<file path="src/rtl/r4_bfly.sv">
module r4_bfly #(
  parameter int W = 16
) (
  input  logic                clk,
  input  logic                rst_n,
  input  logic                in_vld,
  input  logic signed [W-1:0] x0_re,
  input  logic signed [W-1:0] x0_im,
  input  logic signed [W-1:0] x1_re,
  input  logic signed [W-1:0] x1_im,
  input  logic signed [W-1:0] x2_re,
  input  logic signed [W-1:0] x2_im,
  input  logic signed [W-1:0] x3_re,
  input  logic signed [W-1:0] x3_im,
  output logic                out_vld,
  output logic signed [W+1:0] y0_re,
  output logic signed [W+1:0] y0_im,
  output logic signed [W+1:0] y1_re,
  output logic signed [W+1:0] y1_im,
  output logic signed [W+1:0] y2_re,
  output logic signed [W+1:0] y2_im,
  output logic signed [W+1:0] y3_re,
  output logic signed [W+1:0] y3_im
);

  localparam int L1 = W + 1;
  localparam int L2 = W + 2;

  logic [L1-1:0] a_re, a_im, b_re, b_im, c_re, c_im, d_re, d_im;
  logic [L1-1:0] md_re, md_im;
  logic [L2-1:0] s0_re, s0_im, s1_re, s1_im, s2_re, s2_im, s3_re, s3_im;

  // layer 1: even pair and odd pair
  assign a_re = {x0_re[W-1], x0_re} + {x2_re[W-1], x2_re};
  assign a_im = {x0_im[W-1], x0_im} + {x2_im[W-1], x2_im};
  assign b_re = {x0_re[W-1], x0_re} - {x2_re[W-1], x2_re};
  assign b_im = {x0_im[W-1], x0_im} - {x2_im[W-1], x2_im};
  assign c_re = {x1_re[W-1], x1_re} + {x3_re[W-1], x3_re};
  assign c_im = {x1_im[W-1], x1_im} + {x3_im[W-1], x3_im};
  assign d_re = {x1_re[W-1], x1_re} - {x3_re[W-1], x3_re};
  assign d_im = {x1_im[W-1], x1_im} - {x3_im[W-1], x3_im};

  // -j * d : swap parts, negate the new imaginary part
  assign md_re = d_im;
  assign md_im = -d_re;

  // layer 2
  assign s0_re = {a_re[L1-1], a_re} + {c_re[L1-1], c_re};
  assign s0_im = {a_im[L1-1], a_im} + {c_im[L1-1], c_im};
  assign s2_re = {a_re[L1-1], a_re} - {c_re[L1-1], c_re};
  assign s2_im = {a_im[L1-1], a_im} - {c_im[L1-1], c_im};
  assign s1_re = {b_re[L1-1], b_re} + {md_re[L1-1], md_re};
  assign s1_im = {b_im[L1-1], b_im} + {md_im[L1-1], md_im};
  assign s3_re = {b_re[L1-1], b_re} - {md_re[L1-1], md_re};
  assign s3_im = {b_im[L1-1], b_im} - {md_im[L1-1], md_im};

  always_ff @(posedge clk or negedge rst_n) begin
    if (!rst_n) begin
      out_vld <= 1'b0;
      y0_re <= '0; y0_im <= '0;
      y1_re <= '0; y1_im <= '0;
      y2_re <= '0; y2_im <= '0;
      y3_re <= '0; y3_im <= '0;
    end else begin
      out_vld <= in_vld;
      if (in_vld) begin
        y0_re <= s0_re; y0_im <= s0_im;
        y1_re <= s1_re; y1_im <= s1_im;
        y2_re <= s2_re; y2_im <= s2_im;
        y3_re <= s3_re; y3_im <= s3_im;
      end
    end
  end

  // checking nets: output pair sums against doubled input pair sums
  logic [W+2:0] o02_re, o13_re, i02_re, i02d_re;
  assign o02_re  = {y0_re[W+1], y0_re} + {y2_re[W+1], y2_re};
  assign o13_re  = {y1_re[W+1], y1_re} + {y3_re[W+1], y3_re};
  assign i02_re  = {x0_re[W-1], x0_re[W-1], x0_re, 1'b0} + {x2_re[W-1], x2_re[W-1], x2_re, 1'b0};
  assign i02d_re = {x0_re[W-1], x0_re[W-1], x0_re, 1'b0} - {x2_re[W-1], x2_re[W-1], x2_re, 1'b0};


  vld_rise_chk: assert property (@(posedge clk) disable iff (!rst_n) in_vld |=> out_vld);

  vld_fall_chk: assert property (@(posedge clk) disable iff (!rst_n) !in_vld |=> !out_vld);

  hold_chk: assert property (@(posedge clk) disable iff (!rst_n)
    !in_vld |=> ($stable(y0_re) && $stable(y0_im) && $stable(y1_re) && $stable(y1_im) &&
                 $stable(y2_re) && $stable(y2_im) && $stable(y3_re) && $stable(y3_im)));

  even_sum_chk: assert property (@(posedge clk) disable iff (!rst_n) in_vld |=> o02_re == $past(i02_re));

  odd_sum_chk: assert property (@(posedge clk) disable iff (!rst_n) in_vld |=> o13_re == $past(i02d_re));

endmodule

</file>
<file path="config.mk">
export PLATFORM = sky130hd
export DESIGN_NAME = r4_bfly
export DESIGN_NICKNAME = d
export VERILOG_FILES = /design/src/rtl/r4_bfly.sv
export SDC_FILE = /design/constraint.sdc
export NUM_CORES = 1
export LEC_CHECK = 0
export BUFFER_PORTS_ARGS = -buffer_cell sky130_fd_sc_hd__clkbuf_2
export CORE_AREA = 2 2 271 273
export CTS_BUF_LIST = sky130_fd_sc_hd__clkbuf_8 sky130_fd_sc_hd__clkbuf_16
export DETAILED_ROUTE_END_ITERATION = 7
export DIE_AREA = 0 0 273 275
export PLACE_DENSITY = 0.43
export SYNTH_ARGS = -nofsm -noshare
export SYNTH_HDL_FRONTEND = slang
export SYNTH_SLANG_ARGS = --single-unit
</file>
<file path="constraint.sdc">
create_clock -name clk -period 2.4 [get_ports clk]
set_input_delay 0.48 -clock clk [delete_from_list [all_inputs] [get_ports clk]]
set_output_delay 0.48 -clock clk [all_outputs]
set_load 0.03 [all_outputs]
</file>
After elaboration in Yosys (flattened, before gate mapping)

Cells that the tools add are included.
W data, S select, Z words.

$add $sub $neg: 17

Operator list:

| operator         | number |
|---|---|
| $add A17 B17 Y18 | 4 |
| $sub A17 B17 Y18 | 4 |
| $add A16 B16 Y17 | 4 |
| $sub A16 B16 Y17 | 4 |
| $neg A17 Y17     | 1 |

Register bits after elaboration: 145
Input port bits: 131
Output and inout bits: 145
Word-level logic and storage cells: 26

Depth between registers and ports, before layout

Gate-level depths: netlist of run 1.

Depth after elaboration: 3
Gate-level depth with buffers: 19
Depth with buffers taken out: 18

Worst setup path before layout of run 1

Ideal clock, no wire load.

Path type: input to register
Start point: input x1_re[2]
End point: register y3_im[14]
Library setup time: 0.065 ns
Arrival time: 4.166 ns
Required time: 2.335 ns
Path slack: -1.831 ns
Stages: 17
Buffers on the path: 1
Path through: inv_1 -> ha_1 -> buf_2 -> nor2b_1 -> o21ai_1 -> a21oi_1 -> o41a_1 -> o21ai_1 -> mux2_1 -> or2_1 -> ha_1 -> or2_2 -> or3_1 -> o221a_2 -> a21oi_1 -> mux2_1 -> nand2_1

Word-level cells in the longest chain between the ends: 3

RTL lines:

| element              | RTL line | RTL |
|---|---|---|
| from (decl)          | 9        | `input logic signed [W-1:0] x1_re,` |
| $sub A16 B16 Y17     | 40       | `assign d_re = {x1_re[W-1], x1_re} - {x3_re[W-1], x3_re};` |
| $neg A17 Y17         | 45       | `assign md_im = -d_re;` |
| $sub A17 B17 Y18     | 55       | `assign s3_im = {b_im[L1-1], b_im} - {md_im[L1-1], md_im};` |
| to (signal assigned) | 70       | `y3_re <= s3_re; y3_im <= s3_im;` |
| to (decl)            | 23       | `output logic signed [W+1:0] y3_im` |

Every way passes these cells.
A chain may end at the register's enable or synchronous reset.

Final worst setup path of run 1

Start point: input x3_re[0]
End point: register y3_im[14]

Word-level cells in the longest chain between the ends: 3

RTL lines:

| element          | RTL line | RTL |
|---|---|---|
| from (decl)      | 13       | `input logic signed [W-1:0] x3_re,` |
| $sub A16 B16 Y17 | 40       |  |
| $neg A17 Y17     | 45       |  |
| $sub A17 B17 Y18 | 55       |  |

Every way passes these cells.

==> impl_results.md, run 1 <==
- Status: finished, violations left
- Failing checks: setup timing
- Initial antenna violation count: 1
- Achievable Freq: 284 MHz
- # H-tree levels: 4
- Largest net degree at the start of global routing: 63
- Worst-Margin Slew: 0.632 ns
- Req. time, crit path: 2.83 ns
- Vias in the first global route: 20.6k
- Post-synth EDFFs: 0
- # clock sinks: 141
- Non-Filler Instances: 4302
- RSZ-0062 raised after global routing: true
- CTS root buffer: clkbuf_16
- Total grt overflow: 0
- Cell count after synthesis: 2228
- Drt wl/cell: 17.3 um
- Synth Area per Inst: 8.03 sq um
- Commonest non-fill, non-tap cell in the layout: buf_4
- Rows: 99
- Routed vias: 19.8k
- Die width: 273 um
- Fill cell count: 6897
- Hold Vio Cnt, Final: 0
- Post-detail-place hpwl: 59.0 mm
- Core footprint: 72300 sq um
- Setup tns final: -74.46 ns
- Pwr Density: 973 nW/um^2
- All-Layer GR Usage: 0.195
- CTS tree: done
- Final period utilization: 1.47
- Syn Nets: 2639
- Die Span Y: 275 um
- IO buf count: 275
- Share of the synthesized area in the top cell type: 0.197
- Max-slew violation count: 0
- Clk slew on worst S/H paths: 0.07 ns
- Largest area contributor in the netlist: dfrtp_1
- Global-route wire length before repair: 114 mm
- DRT iter0 DRCs: 691
- Commonest cells after routing, fill and taps aside: buf_4, clkbuf_2, nor2_1, inv_1, ha_1
- Final setup viols: 106
- Final ANT Viol Nets: 0
- Startpoint types: input pin
- Seq cells post-synth: 141
- Worst setup EP type: register
- Leak pwr: 15.6 nW
- I/O pins: 276
- CTS Buffer Depth: 2
- Rel. slew slack: 0.578
- Tmin final: 3.52 ns
- Final Wtd Congestion: 0.893
- Yosys warns: 0
- Clock skew: 0 ns
- Die footprint: 75100 sq um
- DRT Pass-1 Iters: 6
- Vias/cell: 4.61
- Arrival @ worst endpoint: 3.95 ns
- Initial Utilization: 0.247
- Latest clock arrival within the worst-skew pair: 0.48 ns
- P&R area growth vs syn: 87.7%
- Maxcap violations: 0
- Share of cells above drive strength 1: 0.589
- Top fanout value on the critical path: 3
- Top_reg_cell synth: dfrtp_1
- Yosys cell types: 92
- Nets: 3739
- Top post-synthesis cells by area: dfrtp_1, ha_1, xnor2_1, a21oi_1, nor2_1
- Residual DRC count: 0
- Worst hold path type: in -> reg
- Post-Route WL: 74.2 mm
- Sequential share of the synthesized area: 0.197
- Post-route worst setup slack: -1.12 ns
- Netlist Area Pre-Place: 17900 sq um
- Asr flop ratio synth: 1.00
- Maximum vdd drop: 0.604 mV
- Total CTS buffers: 17
- CP Class: in -> reg
- Placed cell count: 4151
- Final Power: 32.7 mW
==> metrics by stage <==
| stage | utilization | worst slack [ns] | area [sq um] | hold slack [ns] |
|---|---|---|---|---|
| after global routing | 0.464 | -1.27 | 33600 | 0.326 |
| after detailed placement | 0.381 | -1.82 | 27600 | 0.489 |
| after floorplan | - | -1.58 | 19600 | 0.184 |
| after global placement | 0.381 | -1.83 | 27600 | 0.489 |
| after CTS | 0.436 | -1.10 | 31500 | 0.312 |
| final | 0.464 | -1.12 | 33600 | 0.336 |
==> registers in the layout, indices dropped and copies added, names as in the netlist <==
name	cells
y2_im	17
out_vld	1
y0_im	18
y3_re	18
y3_im	18
y0_re	18
y1_im	17
y2_re	17
y1_re	17
==> metal layers <==
metal / track usage / share of wire
met5: 0 / 0
met4: 0.0492 / 0.020
met3: 0.0244 / 0.028
met2: 0.352 / 0.50
met1: 0.244 / 0.45
==> cell families after synthesis <==
group,share of synthesized area
compound gates,0.227
flops,0.197
buf+inv,0.0754
mux,0.0422
xor+xnor,0.0979
simple gates,0.158
fa+ha+maj,0.203
==> synth_stat cells, drive strengths merged (35+ instances only) <==
| library cell | number |
|---|---|
| a21o | 45 |
| a21oi | 192 |
| buf | 36 |
| clkbuf | 73 |
| dfrtp | 141 |
| ha | 264 |
| inv | 222 |
| mux2 | 60 |
| nand2 | 80 |
| nand2b | 36 |
| nand3 | 37 |
| nor2 | 246 |
| nor2b | 35 |
| nor3 | 56 |
| o21ai | 107 |
| xnor2 | 164 |
| xor2 | 36 |
==> where the power goes <==
group,internal (mW),switching (mW),leakage [nW]
Sequential,3.53,0.831,1.63
Clock,1.66,1.27,0.288
Combinational,12.4,13.0,13.7
Total,17.6,15.1,15.6
==> final timing paths <==
kind	start	endpoint	slack [ns]	depth (start not counted)
min in group asynchronous	rst_n	y1_im[5]	0.54	2
min reg2reg	y1_im[1]	y1_im[1]	0.50	2
max	x3_re[0]	y3_im[14]	-1.12	18
max reg2reg	y2_im[17]	y2_im[17]	1.03	5
max in group asynchronous	rst_n	y3_re[2]	1.21	3
min	in_vld	y2_im[14]	0.34	2
==> cell type report <==
class	count	area [sq um]	share of cell area
inverters	225	970	0.0289
well taps	959	1200	0.0357
flip-flops and latches	141	3530	0.105
clock buffers	18	439	0.0131
clock inverters	14	170	0.00507
diodes	2	5.00	0.000149
repair buffers	1190	9120	0.272
multi-input cells	1753	18100	0.540
==> timing repair <==
action	4_1_cts	5_1_grt
gates resized for setup	507	332
pin swaps	345	285
buffers inserted	91	71
hold buffers	1	0
hold endpoints to repair	23	0
setup endpoints to repair	112	110
==> critical path: stages <==
cell       delay (ns)
clkbuf_16        0.13
clkinv_8         0.04
ha_4             0.13
fa_2             0.21
nor2b_2          0.05
o21ai_2          0.15
a21oi_2          0.08
o41a_1           0.35
o21ai_2          0.17
mux2_4           0.32
or2_4            0.26
ha_4             0.25
or2_4            0.23
or3_4            0.33
o221a_4          0.25
a21oi_2          0.14
mux2_4           0.31
nand2_2          0.06
No activity file was read; power rests on OpenSTA's default activity.
==> run 2, diff against run 1 <==
--- a/config.mk
+++ b/config.mk
@@ -7,7 +7,6 @@
 export LEC_CHECK = 0
 export BUFFER_PORTS_ARGS = -buffer_cell sky130_fd_sc_hd__clkbuf_2
 export CORE_AREA = 2 2 271 273
-export CTS_BUF_LIST = sky130_fd_sc_hd__clkbuf_8 sky130_fd_sc_hd__clkbuf_16
 export DETAILED_ROUTE_END_ITERATION = 7
 export DIE_AREA = 0 0 273 275
 export PLACE_DENSITY = 0.43
==> constraint.sdc (replaced) <==
create_clock -name clk -period 4.5 [get_ports clk]
set_input_delay 0.9 -clock clk [delete_from_list [all_inputs] [get_ports clk]]
set_output_delay 0.9 -clock clk [all_outputs]
set_load 0.03 [all_outputs]
==> run 2 against run 1 <==
Compared with the run above: the run now ends clean; sequential power shrank 48%; sequential cell count unchanged; die area is the same; combinational power shrank 65%; critical path type unchanged; largest power group unchanged.
==> impl_results.md, run 2 (synthesis gave the netlist of run 1 again) <==
- Status: complete, no violations (was finished, violations left)
- Die Span Y: 275 um (unchanged)
- Commonest cells after routing, fill and taps aside: buf_4, clkbuf_2, ha_1, nor2_1, inv_1 (was buf_4, clkbuf_2, nor2_1, inv_1, ha_1)
- Critical path, cell by cell: clkbuf_2, inv_1, ha_1, o21bai_1, o31a_1, or4_1, a41oi_2, a21oi_1, buf_4, o311ai_1, buf_4, ha_1, a21o_1, a21o_1, a221oi_1, xnor2_1, mux2_2 (was clkbuf_16, clkinv_8, ha_4, fa_2, nor2b_2, o21ai_2, a21oi_2, o41a_1, o21ai_2, mux2_4, or2_4, ha_4, or2_4, or3_4, o221a_4, a21oi_2, mux2_4, nand2_2)
- Post-Route WL: 65.5 mm (was 74.2 mm)
- Global-route wire length before repair: 99.8 mm (was 114 mm)
- Pwr Density: 546 nW/um^2 (was 973 nW/um^2)
- CP Class: in -> reg (unchanged)
- Initial Utilization: 0.247 (unchanged)
- Latest clock arrival within the worst-skew pair: 0.48 ns (about the same)
- I/O pins: 276 (unchanged)
- Combinational power share: 0.696 (was 0.777)
- DRT iter0 DRCs: 855 (was 691)
- CP peak stage delay: 0.44 ns (was 0.35 ns)
- Leak pwr: 11.5 nW (was 15.6 nW)
- Req. time, crit path: 4.86 ns (was 2.83 ns)
- Final ANT Viol Nets: 0 (unchanged)
- Worst path bufs/invs: 4 (was 2)
- Die width: 273 um (unchanged)
- Initial antenna violation count: 1 (unchanged)
- Final setup viols: 0 (was 106)
- Worst hold path type: in -> async (was in -> reg)
- Sequential power share: 0.176 (was 0.133)
- Clock network fraction of total power: 0.128 (was 0.090)
- Final Wtd Congestion: 0.894 (was 0.893)
- Net Sw Power: 6.23 mW (was 15.1 mW)
- Ant diodes: 0 (was 2)
- Routed vias: 17.6k (was 19.8k)
- Total CTS buffers: 17 (unchanged)
- Core footprint: 72300 sq um (unchanged)
- Maximum vdd drop: 0.297 mV (was 0.604 mV)
- CTS Buffer Depth: 2 (unchanged)
- P&R area growth vs syn: 31.6% (was 87.7%)
- Reg2Reg Depth: 5 (unchanged)
- Crit. path cell count: 17 (was 18)
- Arrival @ worst endpoint: 4.67 ns (was 3.95 ns)
- Drt wl/cell: 17.4 um (was 17.3 um)
- CTS root buffer: clkbuf_16 (unchanged)
- Clock skew: 0 ns (unchanged)
- Commonest non-fill, non-tap cell in the layout: buf_4 (unchanged)
- Vias/cell: 4.67 (was 4.61)
- Total grt overflow: 0 (unchanged)
- Vias in the first global route: 17.6k (was 20.6k)
- # clock sinks: 141 (unchanged)
- Sw Ratio: 0.485 (was 0.462)
- CP startpoint: x2_re[2] (was x3_re[0])
- All-Layer GR Usage: 0.172 (was 0.195)
- Hold Vio Cnt, Final: 0 (unchanged)
- Final period utilization: 0.957
- Tmin final: 4.31 ns
- IO buf count: 275 (unchanged)
- Post-DP Area: 22900 sq um (was 27600 sq um)
- Worst setup EP type: register (unchanged)
- CTS tree: done (unchanged)
- R2R setup slack: 3.11 ns (was 1.03 ns)
- Rows: 99 (unchanged)
- Clk slew on worst S/H paths: 0.07 ns (about the same)
- Residual DRC count: 0 (unchanged)
- Startpoint types: input pin (unchanged)
- Pint: 6.61 mW (was 17.6 mW)
- Post-CTS setup buffer count: 0 (was 91)
- Worst hold slack: 0.380 ns (was 0.336 ns)
- Rel. slew slack: 0.561 (was 0.578)
- Maxcap violations: 0 (unchanged)
- Top fanout value on the critical path: 5 (was 3)
- Fill cell count: 7761 (was 6897)
- Reg2reg end: y2_im[17] (unchanged)
- Achievable Freq: 232 MHz
- End of the critical path: y0_re[16] (was y3_im[14])
- Post-detail-place hpwl: 55.2 mm (was 59.0 mm)
- Delay-heaviest family, CP: compound AO/OA/AOI/OAI gates (unchanged)
- RSZ-0062 raised after global routing: false (was true)
- Worst-Margin Slew: 0.658 ns (was 0.632 ns)
- Largest net degree at the start of global routing: 93 (was 63)
- RR Startpoint: y2_im[17] (unchanged)
- # H-tree levels: 4 (unchanged)
- Die footprint: 75100 sq um (unchanged)
- DRT Pass-1 Iters: 6 (unchanged)
- Final Cell Area: 23500 sq um (was 33600 sq um)
- Nets: 3201 (was 3739)
- Share of cells above drive strength 1: 0.280 (was 0.589)
- Max-slew violation count: 0 (unchanged)
- Worst path slowest cell: or4_1 (was o41a_1)
-- run 2: changes by cell type in the layout (fill, tap and decap cells not counted), sizes merged --
cell	previous run	this run
inv	219	221
clkbuf	283	295
clkinvlp	6	2
clkinv	11	7
dlygate4sd3	1	0
buf	924	379
diode	2	0
bufinv	3	5
-- run 2: timing repair --
action                     in CTS  in global routing
hold buffers                    0                  0
gates resized for setup         0                 11
hold endpoints to repair        0                  0
setup endpoints to repair       0                  6
-- run 2: layout make-up --
type / count / area, sq um / area share
flip-flops and latches: 141 / 3530 / 0.150
clock buffers: 22 / 454 / 0.0193
repair buffers: 652 / 4240 / 0.180
inverters: 225 / 845 / 0.0359
clock inverters: 10 / 188 / 0.00797
multi-input cells: 1753 / 13100 / 0.556
well taps: 959 / 1200 / 0.0510
-- run 2: how the worst min path moves through the flow --
stage               depth (start not counted)  slack (ns)  startpoint       end
global route                                1        0.42       rst_n  y2_im[1]
global placement                            2        0.47    y3_im[1]  y3_im[1]
CTS                                         1        0.39       rst_n  y2_im[1]
finish                                      1        0.38       rst_n  y2_im[1]
detailed placement                          2        0.48    y1_im[1]  y1_im[1]
floorplan                                   0        0.60       rst_n   out_vld
-- run 2: power groups by stage --
stage	clock (mW)	combinational [mW]	sequential (mW)
2_1_floorplan	0	4.40	3.40
3_3_place_gp	0	8.93	2.28
3_5_place_dp	0	8.94	2.29
4_1_cts	1.71	9.00	2.27
5_1_grt	1.75	9.78	2.35
6_report	1.64	8.94	2.26
-- run 2: metrics by stage --
stage	setup slack, ns	TNS [ns]	power [mW]	util	cells
global placement	-0.387	-4.21	11.2	0.316	3730
finish	0.195	0	12.8	0.325	3762
floorplan	0.0291	0	7.80	-	2228
global route	0.00488	0	13.9	0.325	3762
detailed placement	-0.373	-5.33	11.2	0.316	3730
CTS	0.146	0	13.0	0.325	3762
-- run 2: worst register-to-register path, delay by kind of cell, from the launching register on --
family | cells | cell delay, ns
and+or+nand+nor | 2 | 0.62
DFF | 1 | 0.39
AOI/OAI and AO/OA | 3 | 0.27
-- run 2: metal layers --
layer | global-route usage | vias up | wire (um) | part of all wire
met3 | 0.0289 | 50 | 2720 | 0.042
met2 | 0.296 | 349 | 31100 | 0.47
met5 | 0 | - | 13 | 0.00020
li1 | - | 8871 | - | -
met4 | 0.0525 | 2 | 1400 | 0.021
met1 | 0.221 | 8296 | 30300 | 0.46
==> run 3, diff against run 2 <==
==> constraint.sdc (replaced) <==
create_clock -name clk -period 4 [get_ports clk]
set_input_delay 0.8 -clock clk [delete_from_list [all_inputs] [get_ports clk]]
set_output_delay 0.8 -clock clk [all_outputs]
set_load 0.03 [all_outputs]
==> run 3 against run 2 <==
Compared with the run above: sequential power up 12%; core utilization up 4.5 points; cell count increased by 7.3%; hold slack improved by 0.036 ns; clock power up 9%; global-route usage increased by 0.65 points; die area did not move; sequential share of layout area down 1.8 points; largest power group unchanged; highest routed layer unchanged.
==> impl_results.md, run 3 (synthesis gave the netlist of run 1 again) <==
- Nets: 3476 (was 3201)
- P&R area growth vs syn: 49.6% (was 31.6%)
- CTS Buffer Depth: 2 (unchanged)
- Startpoint types: input pin (unchanged)
- Share of cells above drive strength 1: 0.396 (was 0.280)
- Pwr Density: 586 nW/um^2 (was 546 nW/um^2)
- Clock skew: 0 ns (unchanged)
- Residual DRC count: 0 (unchanged)
- CP Class: in -> reg (unchanged)
- Global-route wire length before repair: 104 mm (was 99.8 mm)
- Worst hold path type: in -> async (unchanged)
- Setup tns final: 0 ns (unchanged)
- Final Wtd Congestion: 0.923 (was 0.894)
- Post-Route WL: 68.3 mm (was 65.5 mm)
- Final ANT Viol Nets: 0 (unchanged)
- I/O pins: 276 (unchanged)
- Worst setup EP type: register (unchanged)
- CTS tree: done (unchanged)
- RR Startpoint: y2_im[17] (unchanged)
- Total CTS buffers: 17 (unchanged)
- Achievable Freq: 252 MHz
- Vias in the first global route: 19.0k (was 17.6k)
- # clock sinks: 141 (unchanged)
- RSZ-0062 raised after global routing: true (was false)
- Hold Vio Cnt, Final: 0 (unchanged)
- Reg2reg end: y2_im[17] (unchanged)
- Total grt overflow: 0 (unchanged)
- All-Layer GR Usage: 0.179 (was 0.172)
- Sw Ratio: 0.475 (was 0.485)
- Largest net degree at the start of global routing: 131 (was 93)
- Vias/cell: 4.58 (was 4.67)
- Die Span Y: 275 um (unchanged)
- Reg2Reg Depth: 5 (unchanged)
- Routed vias: 18.5k (was 17.6k)
- Initial Utilization: 0.247 (unchanged)
- Worst path slowest cell: or4_4 (was or4_1)
- DRT Pass-1 Iters: 5 (was 6)
- Rel. slew slack: 0.364 (was 0.561)
- Clk slew on worst S/H paths: 0.08 ns (was 0.07 ns)
- Rows: 99 (unchanged)
- Post-route worst setup slack: 0.0312 ns (was 0.195 ns)
- Initial antenna violation count: 3 (was 1)
- Arrival @ worst endpoint: 4.33 ns (was 4.67 ns)
- Combinational power share: 0.724 (was 0.696)
- Final setup viols: 0 (unchanged)
- Net Sw Power: 7.45 mW (was 6.23 mW)
- Die footprint: 75100 sq um (unchanged)
- Pint: 8.24 mW (was 6.61 mW)
- Status: complete, no violations (unchanged)
- CTS root buffer: clkbuf_16 (unchanged)
- Sequential power share: 0.162 (was 0.176)
- Commonest non-fill, non-tap cell in the layout: buf_4 (unchanged)
- Maxcap violations: 0 (unchanged)
- Die width: 273 um (unchanged)
- Hold Buf Count CTS: 0 (unchanged)
- Core footprint: 72300 sq um (unchanged)
- Max-slew violation count: 0 (unchanged)
- Final period utilization: 0.992
- Critical path, cell by cell: clkbuf_2, ha_2, inv_1, fa_1, o21bai_1, a21oi_1, o21a_1, o21a_1, buf_4, o21bai_1, a21o_1, xnor2_1, ha_1, or4_4, or4b_4, o22ai_2, a21oi_1 (was clkbuf_2, inv_1, ha_1, o21bai_1, o31a_1, or4_1, a41oi_2, a21oi_1, buf_4, o311ai_1, buf_4, ha_1, a21o_1, a21o_1, a221oi_1, xnor2_1, mux2_2)
- Clock network fraction of total power: 0.114 (was 0.128)
- CP peak stage delay: 0.53 ns (was 0.44 ns)
- Worst-Margin Slew: 0.954 ns (was 0.658 ns)
- DP Worst Slack: -0.651 ns (was -0.373 ns)
- Req. time, crit path: 4.36 ns (was 4.86 ns)
- Latest clock arrival within the worst-skew pair: 0.49 ns (was 0.48 ns)
- Post-detail-place hpwl: 56.7 mm (was 55.2 mm)
- Commonest cells after routing, fill and taps aside: buf_4, clkbuf_2, nor2_1, ha_1, inv_1 (was buf_4, clkbuf_2, ha_1, nor2_1, inv_1)
- R2R setup slack: 2.59 ns (was 3.11 ns)
- Leak pwr: 13.1 nW (was 11.5 nW)
- # H-tree levels: 4 (unchanged)
- Top fanout value on the critical path: 2 (was 5)
- Post-DP Area: 24900 sq um (was 22900 sq um)
- Final Cell Area: 26800 sq um (was 23500 sq um)
- Tmin final: 3.97 ns
- Maximum vdd drop: 0.329 mV (was 0.297 mV)
- DRT iter0 DRCs: 832 (was 855)
- IO buf count: 275 (unchanged)
- Drt wl/cell: 16.9 um (was 17.4 um)
==> run 3: cell count changes in the layout (fill, tap and decap cells not counted), moves of 8 or more <==
cell and delta:
ha_4 +20, o21ai_0 -8, ha_1 -24, nor2b_1 -9, buf_4 +272, buf_6 +8, a21oi_2 +14, a21oi_1 -15
xnor2_2 +13, xnor2_1 -14
==> run 3: area by class of cell <==
cell class	count	area [sq um]
Antenna cell	1	2.50
Clock buffer	19	453
Clock inverter	13	164
Fill cell	7482	45600
Inverter	225	857
Multi-Input combinational cell	1753	14200
Sequential cell	141	3530
Tap cell	959	1200
Timing Repair Buffer	927	6350
==> run 3: critical path, delay by kind of cell <==
kind                     cells  cell delay (ns)
AO/OA/AOI/OAI                8             1.16
AND/OR/NAND/NOR              2             1.02
adder cells (fa/ha/maj)      3             0.87
buffers and inverters        3             0.33
XOR/XNOR                     1             0.14
==> run 3: layer usage <==
layer,track usage,part of all wire,up-vias
met3,0.0334,0.040,70
met1,0.229,0.46,8713
li1,-,-,9425
met5,0,0.00041,-
met2,0.302,0.47,287
met4,0.0590,0.029,4
==> run 3: stage by stage <==
step / total power [mW] / hold WS [ns] / instances / utilization
after CTS: 15.3 / 0.443 / 4015 / 0.355
final: 15.7 / 0.416 / 4038 / 0.370
after detailed placement: 13.4 / 0.480 / 3980 / 0.344
after global placement: 13.3 / 0.477 / 3980 / 0.344
after floorplan: 8.89 / 0.504 / 2228 / -
after global routing: 16.9 / 0.492 / 4038 / 0.370
==> run 3: worst max-delay path by stage <==
stage | from | end | slack, ns | cells after the start
final | x3_im[0] | y2_im[17] | 0.03 | 17
after global routing | x3_re[0] | y1_im[16] | -0.12 | 19
after CTS | x2_im[2] | y3_im[14] | 0.003 | 18
after detailed placement | x2_re[0] | y3_re[15] | -0.65 | 20
after global placement | x0_im[0] | y2_im[15] | -0.60 | 20
after floorplan | x3_re[2] | y3_im[14] | -0.30 | 16
==> run 3: power by group through the flow <==
stage | sequential, mW | clock (mW) | combinational [mW]
finish | 2.54 | 1.79 | 11.4
floorplan | 3.82 | 0 | 5.07
global placement | 2.56 | 0 | 10.7
CTS | 2.55 | 1.85 | 10.9
global route | 2.63 | 1.90 | 12.4
detailed placement | 2.57 | 0 | 10.8
==> run 3: timing repair <==
action / CTS / global route
resized for setup: 19 / 186
pin swaps: 16 / 97
buffers inserted: 3 / 22
cloned: 0 / 0
endpoints found under the setup margin: 16 / 55
